## config.mk

```make
export PLATFORM = sky130hd
export DESIGN_NAME = snoop_coh_ctrl
export DESIGN_NICKNAME = d
export VERILOG_FILES = /design/src/rtl/coh_pkg.sv /design/src/rtl/coh_proc_side.sv /design/src/rtl/coh_snoop_side.sv /design/src/rtl/snoop_coh_ctrl.sv
export SDC_FILE = /design/constraint.sdc
export NUM_CORES = 1
export LEC_CHECK = 0
export ABC_CLOCK_PERIOD_IN_PS = 1300
export BUFFER_PORTS_ARGS = -buffer_cell sky130_fd_sc_hd__buf_2
export CORE_AREA = 2 2 39 41
export DETAILED_ROUTE_END_ITERATION = 8
export DIE_AREA = 0 0 41 43
export PLACE_DENSITY = 0.3
export SYNTH_ARGS = -nofsm -noshare
export SYNTH_HDL_FRONTEND = slang
export SYNTH_SLANG_ARGS = --single-unit
```

## constraint.sdc

```tcl
create_clock -name clk_i -period 1.3 [get_ports clk_i]
set_clock_uncertainty 0.05 [all_clocks]
set_input_delay 0.13 -clock clk_i [delete_from_list [all_inputs] [get_ports clk_i]]
set_output_delay 0.13 -clock clk_i [all_outputs]
set_load 0.02 [all_outputs]
```

## src/rtl/coh_pkg.sv

```systemverilog
package coh_pkg;
  typedef enum logic [1:0] {
    ST_I = 2'd0,
    ST_S = 2'd1,
    ST_E = 2'd2,
    ST_M = 2'd3
  } line_st_e;

  typedef enum logic [1:0] {
    OP_NONE = 2'd0,
    OP_RD   = 2'd1,
    OP_RDX  = 2'd2,
    OP_UPG  = 2'd3
  } bus_op_e;
endpackage

```

## src/rtl/coh_proc_side.sv

```systemverilog
module coh_proc_side
  import coh_pkg::*;
#(
  parameter bit USE_MESI    = 1'b1,
  parameter bit USE_UPGRADE = 1'b1
) (
  input  line_st_e st_i,
  input  logic     rd_i,
  input  logic     wr_i,
  input  logic     shared_i,
  output bus_op_e  op_o,
  output line_st_e nxt_o
);
  bus_op_e  shared_wr_op;
  line_st_e fill_st;

  // write to a Shared line: dataless upgrade or full refetch
  generate
    if (USE_MESI || USE_UPGRADE) begin : g_upg
      assign shared_wr_op = OP_UPG;
    end else begin : g_rdx
      assign shared_wr_op = OP_RDX;
    end
  endgenerate

  assign fill_st = (USE_MESI && !shared_i) ? ST_E : ST_S;

  always_comb begin
    op_o  = OP_NONE;
    nxt_o = st_i;
    if (wr_i) begin
      nxt_o = ST_M;
      unique case (st_i)
        ST_I:    op_o = OP_RDX;
        ST_S:    op_o = shared_wr_op;
        default: op_o = OP_NONE;
      endcase
    end else if (rd_i && st_i == ST_I) begin
      op_o  = OP_RD;
      nxt_o = fill_st;
    end
  end
endmodule

```

## src/rtl/coh_snoop_side.sv

```systemverilog
module coh_snoop_side
  import coh_pkg::*;
(
  input  line_st_e st_i,
  input  bus_op_e  snp_op_i,
  output logic     flush_o,
  output line_st_e nxt_o
);
  always_comb begin
    flush_o = 1'b0;
    nxt_o   = st_i;
    unique case (snp_op_i)
      OP_RD: begin
        if (st_i == ST_M || st_i == ST_E) nxt_o = ST_S;
        flush_o = (st_i == ST_M);
      end
      OP_RDX, OP_UPG: begin
        nxt_o   = ST_I;
        flush_o = (st_i == ST_M);
      end
      default: ;
    endcase
  end
endmodule

```

## src/rtl/snoop_coh_ctrl.sv

```systemverilog
module snoop_coh_ctrl
  import coh_pkg::*;
#(
  parameter bit USE_MESI    = 1'b1,
  parameter bit USE_UPGRADE = 1'b1
) (
  input  logic       clk_i,
  input  logic       rst_ni,
  input  logic       proc_rd_i,
  input  logic       proc_wr_i,
  input  logic [1:0] snp_op_i,
  input  logic       shared_i,
  output logic [1:0] bus_op_o,
  output logic       flush_o,
  output logic [1:0] next_state_o,
  output logic [1:0] state_o
);
  line_st_e st_q, st_d, proc_nxt, snp_nxt;
  bus_op_e  proc_op, snp_op;
  logic     snp_flush, snp_act;

  assign snp_op  = bus_op_e'(snp_op_i);
  assign snp_act = (snp_op != OP_NONE);

  coh_proc_side #(
    .USE_MESI   (USE_MESI),
    .USE_UPGRADE(USE_UPGRADE)
  ) u_proc (
    .st_i    (st_q),
    .rd_i    (proc_rd_i),
    .wr_i    (proc_wr_i),
    .shared_i(shared_i),
    .op_o    (proc_op),
    .nxt_o   (proc_nxt)
  );

  coh_snoop_side u_snoop (
    .st_i    (st_q),
    .snp_op_i(snp_op),
    .flush_o (snp_flush),
    .nxt_o   (snp_nxt)
  );

  // snoop wins; the processor retries next cycle
  assign st_d         = snp_act ? snp_nxt : proc_nxt;
  assign bus_op_o     = snp_act ? OP_NONE : proc_op;
  assign flush_o      = snp_act & snp_flush;
  assign next_state_o = st_d;
  assign state_o      = st_q;

  always_ff @(posedge clk_i or negedge rst_ni) begin
    if (!rst_ni) st_q <= ST_I;
    else         st_q <= st_d;
  end

  AST_FLUSH_ONLY_DIRTY: assert property (@(posedge clk_i) disable iff (!rst_ni)
    flush_o |-> (state_o == ST_M && snp_act));
  AST_SNOOP_BLOCKS_PROC: assert property (@(posedge clk_i) disable iff (!rst_ni)
    snp_act |-> (bus_op_o == OP_NONE));
  AST_WRITE_ENDS_DIRTY: assert property (@(posedge clk_i) disable iff (!rst_ni)
    (proc_wr_i && !snp_act) |=> (state_o == ST_M));
  AST_EXCL_WRITE_SILENT: assert property (@(posedge clk_i) disable iff (!rst_ni)
    (state_o == ST_E && proc_wr_i && !snp_act) |-> (bus_op_o == OP_NONE));
  AST_SNOOP_INVAL: assert property (@(posedge clk_i) disable iff (!rst_ni)
    (snp_op == OP_RDX || snp_op == OP_UPG) |=> (state_o == ST_I));
  AST_NO_EXCL_IN_MSI: assert property (@(posedge clk_i) disable iff (!rst_ni)
    !USE_MESI |-> (state_o != ST_E));
  AST_REFETCH_MODE: assert property (@(posedge clk_i) disable iff (!rst_ni)
    (!USE_MESI && !USE_UPGRADE) |-> (bus_op_o != OP_UPG));
endmodule

```

=== Word level (Yosys, flattened, before mapping) ===
Cells that the tools add are included.
W data, S select, Z words.

* Bits in registers: 2
* Bits of input ports: 7
* Output and inout bits: 7

* Eq/ne operators: 6
* Muxes and demuxes: 11
* Bitwise operators: 1
* Reduce and logical (&&, ||, !) cells: 6

{| class="wikitable"
|+ Operators with widths
! operator !! count
|-
| $mux W2 || 7
|-
| $eq A2 B2 Y1 const B || 4
|-
| $pmux W2 S2 || 2
|-
| $eq A2 B1 Y1 const B || 2
|-
| $reduce_or A3 Y1 || 1
|-
| $logic_not A2 Y1 || 1
|-
| $mux W1 || 2
|-
| $reduce_bool A2 Y1 || 1
|-
| $reduce_or A2 Y1 || 1
|-
| $and A1 B1 Y1 || 1
|-
| $logic_and A1 B1 Y1 || 1
|-
| $logic_or A1 B1 Y1 || 1
|}

=== Longest topological paths before layout ===
* Depth after elaboration: 5
* Mapped depth: 2

=== Hierarchy ===
From an unflattened synthesis, not the netlist that was laid out.

* Cell total of the unflattened synthesis: 21
* Area total of the unflattened synthesis: 192.7 um^2

{| class="wikitable"
|+ Modules (own cells, without submodules)
! module !! times used !! cells an instance !! area an instance (um^2)
|-
| snoop_coh_ctrl || 1 || 8 || 111.4
|-
| coh_proc_side || 1 || 9 || 50.0
|-
| coh_snoop_side || 1 || 4 || 31.3
|}

=== Least setup slack after synthesis ===
OpenSTA, ideal clock, no wires.

* Path kind: reg-to-output
* Start point: register st_q[0], in the netlist state_o[0]
* End point: output bus_op_o[0]
* Arrival time: 1.470 ns
* Required time: 1.120 ns
* Setup slack: -0.350 ns
* Cell stages (with the launch flop): 3
* Buffers on the path: 0
* Cells stage by stage: dfrtp_1 or3b_1 a2111oi_2

* Longest elaborated chain between the ends: 5
* Elaborated cells on any way between the ends: 7

{| class="wikitable"
|+ Ends and longest elaborated chain
! element !! RTL line !! text
|-
| from (decl) || snoop_coh_ctrl.sv:18 || <nowiki>line_st_e st_q, st_d, proc_nxt, snp_nxt;</nowiki>
|-
| from (signal assigned) || snoop_coh_ctrl.sv:53 || <nowiki>else st_q <= st_d;</nowiki>
|-
| parallel branches: the longest is 3 deep, another holds $eq A2 B1 Y1 || n/a ||
|-
| $mux W2 (*) || coh_proc_side.sv:31 || <nowiki>if (wr_i) begin</nowiki>
|-
| $mux W2 (*) || snoop_coh_ctrl.sv:46 || <nowiki>assign bus_op_o = snp_act ? OP_NONE : proc_op;</nowiki>
|-
| to (decl) || snoop_coh_ctrl.sv:13 || <nowiki>output logic [1:0] bus_op_o,</nowiki>
|}

Mark *: on every way between the ends.

=== Worst setup path after layout ===
Same ends and word-level chain as after synthesis.

==> out/metrics.yaml <==
run_status:
  status: "complete, but fails checks"
  failed_checks: "setup timing"
clock_network:
  clk_pin_slew_worst_paths_ns: 0.04
  cts_sinks: 2
  cts_tree: "built"
  htreeDepth: 1
  cts_made_buffers: 3
  clkLatencyLatePin_ns: 0.23
  max-clock-path-buffers: 2
  ctsRootBufferMaster: "clkbuf_4"
place:
  io_buffers: 13
  place_hpwl_um: 484
  dp_cells: 49
  dpl-instance-area_um2: 299
  gp_congestion: 0.674
sta:
  worst_pin_slew_ns: 0.232
  slew_headroom_pct: 84.5
  final_hold_viol_count: 0
  post-route-period-util_pct: 131
  clock.fmax_mhz: 587
  setup_viol_count_final: 5
  drv_slew: 0
  fin_ws_ns: -0.405
  rsz0062_at_grt: "yes"
  min_period_ns: 1.70
  fin_hold_ws_ns: 0.127
yosys:
  yosys-top-cells-area: "dfrtp_1, a2111oi_2, nor3b_1, nor4b_1, o31a_1"
  syn-num-nets: 22
  synth_top_area_cell: "dfrtp_1"
  ys_seq_area_share_pct: 35.4
  ys_ff_latch: 2
  avgSynthCellArea_um2: 9.43
  synth_area_um2: 141
  synth_cells: 15
  ys_types: 11
  yosys_warnings: 0
  synth_top_cell_area_share_pct: 35.4
die:
  dieArea_um2: 1760
  initial_core_util_pct: 10.2
  die_w_um: 41
  core_um2: 1380
  ios: 14
  die_y_um: 43
  row_count: 14
cells_and_area:
  nets: 49
  antenna_cells: 0
  drive_above_1_share_pct: 80.5
  utilization_pct: 29.7
  area_growth_syn_to_layout_pct: 190
  final_area_um2: 410
  fin_cells: 57
  layout_common_cells: "buf_2, buf_4, clkbuf_4, buf_6"
  largest_reg_flops: 2
  fillCellCount: 149
grt:
  grt_pass1_vias: 214
  antenna_found_initial: 0
  track_usage_pct: 7.82
  grt-ovfl-total: 0
  grt_pass1_wl_um: 862
  grt_max_degree: 7
power:
  total_power_w: 0.000358
  vdd_drop_max_mv: 0.326
  power_density_nw_per_um2: 871
  p_leak_nw: 0.185
critical_path:
  rr_endpoint: "state_o[1]$_DFF_PN0_"
  critical_path_required_ns: 1.12
  rrSetupSlack_ns: 0.04
  arrival_ns: 1.52
  r2r_start: "state_o[0]$_DFF_PN0_"
  worst-setup-path-type: "flip-flop to output port"
  worstRegToRegCells: 5
  critPathLaunch: "state_o[0]$_DFF_PN0_"
  critPathCapture: "bus_op_o[0]"
  crit_fanout: 2
  worst_setup_path_start_kind: "flip-flop"
  crit_path_end_kind: "output port"
worst_hold_path:
  hp-start: "snp_op_i[1]"
  hp-class: "input pin to flip-flop"
flow_run:
  maxCapViolations: 0
route:
  drt_iter0_drc: 1
  ant_nets: 0
  drc: 0
  routedWlPerCell_um: 11.8
  dr.pass1.iters: 2
  totalWireLength_um: 672
  post_drt_via_cell_ratio: 3.86
  via_count: 220
-- Yosys cell counts, drive strengths merged --
cell type and n:
nor3 1, nor3b 2, nor2 2, or3b 1
a2111oi 1, nand3b 1, a211oi 1, dfrtp 2
o31a 1, nand2 2, nor4b 1
-- report_power, final --
part	leakage, nW	internal [W]	switching, W	total (W)
registers	0.0232	0.0000679	0.00000484	0.0000727
logic	0.146	0.0000666	0.0000626	0.000129
clock network	0.0150	0.000114	0.0000413	0.000156
total	0.185	0.000249	0.000109	0.000358
-- final cells by class --
class,instances,area (um2),area share (%)
clock buffers,4,26.3,6.40
repair buffers,22,156,38.1
well taps,16,20.0,4.88
flip-flops and latches,2,52.6,12.8
multi-input cells,13,155,37.8
-- logic make-up (layout without fill, tap and decap cells) --
kind of cell / count (synthesis) / count (layout) / share of synthesized area (%)
compound gates: 3 / 3 / 22.1
buf+inv: 0 / 26 / 0
flops: 2 / 2 / 35.4
simple gates: 10 / 10 / 42.5
-- critical path: stages, from the launching register on --
cell,delay [ns]
dfrtp_2,0.40
or3b_4,0.41
a2111oi_4,0.28
buf_4,0.19
-- routing by layer --
layer,wire length [um],vias to the layer above,share of wire (%),GRT usage [%]
met1,301,100,45,9.58
li1,-,109,-,-
met4,0,0,0,8.00
met2,337,11,50,11.3
met5,0,-,0,0
met3,33,0,4.9,0
-- metrics by stage --
stage               worst slack, ns  TNS, ns
CTS                          -0.407   -0.901
floorplan                    -0.225   -0.225
detailed placement           -0.201   -0.201
finish                       -0.405    -1.02
global placement             -0.189   -0.189
global route                 -0.464    -1.34
-- how the worst min path moves through the flow --
stage | endpoint | slack [ns] | cells past startpoint
floorplan | state_o[0]$_DFF_PN0_ | -0.22 | 0
detailed placement | state_o[1]$_DFF_PN0_ | -0.13 | 1
global placement | state_o[1]$_DFF_PN0_ | -0.13 | 1
finish | state_o[0]$_DFF_PN0_ | 0.13 | 2
CTS | state_o[0]$_DFF_PN0_ | 0.10 | 2
global route | state_o[0]$_DFF_PN0_ | 0.13 | 2
-- repair_timing --
item / in CTS / in global routing
gates cloned: 0 / 0
endpoints found under the setup margin: 4 / 5
hold buffers: 1 / 0
buffers inserted: 1 / 2
pin swaps: 3 / 2
hold endpoints to repair: 2 / 0
resized for setup: 5 / 8
Power figures use the tool's default switching activity.
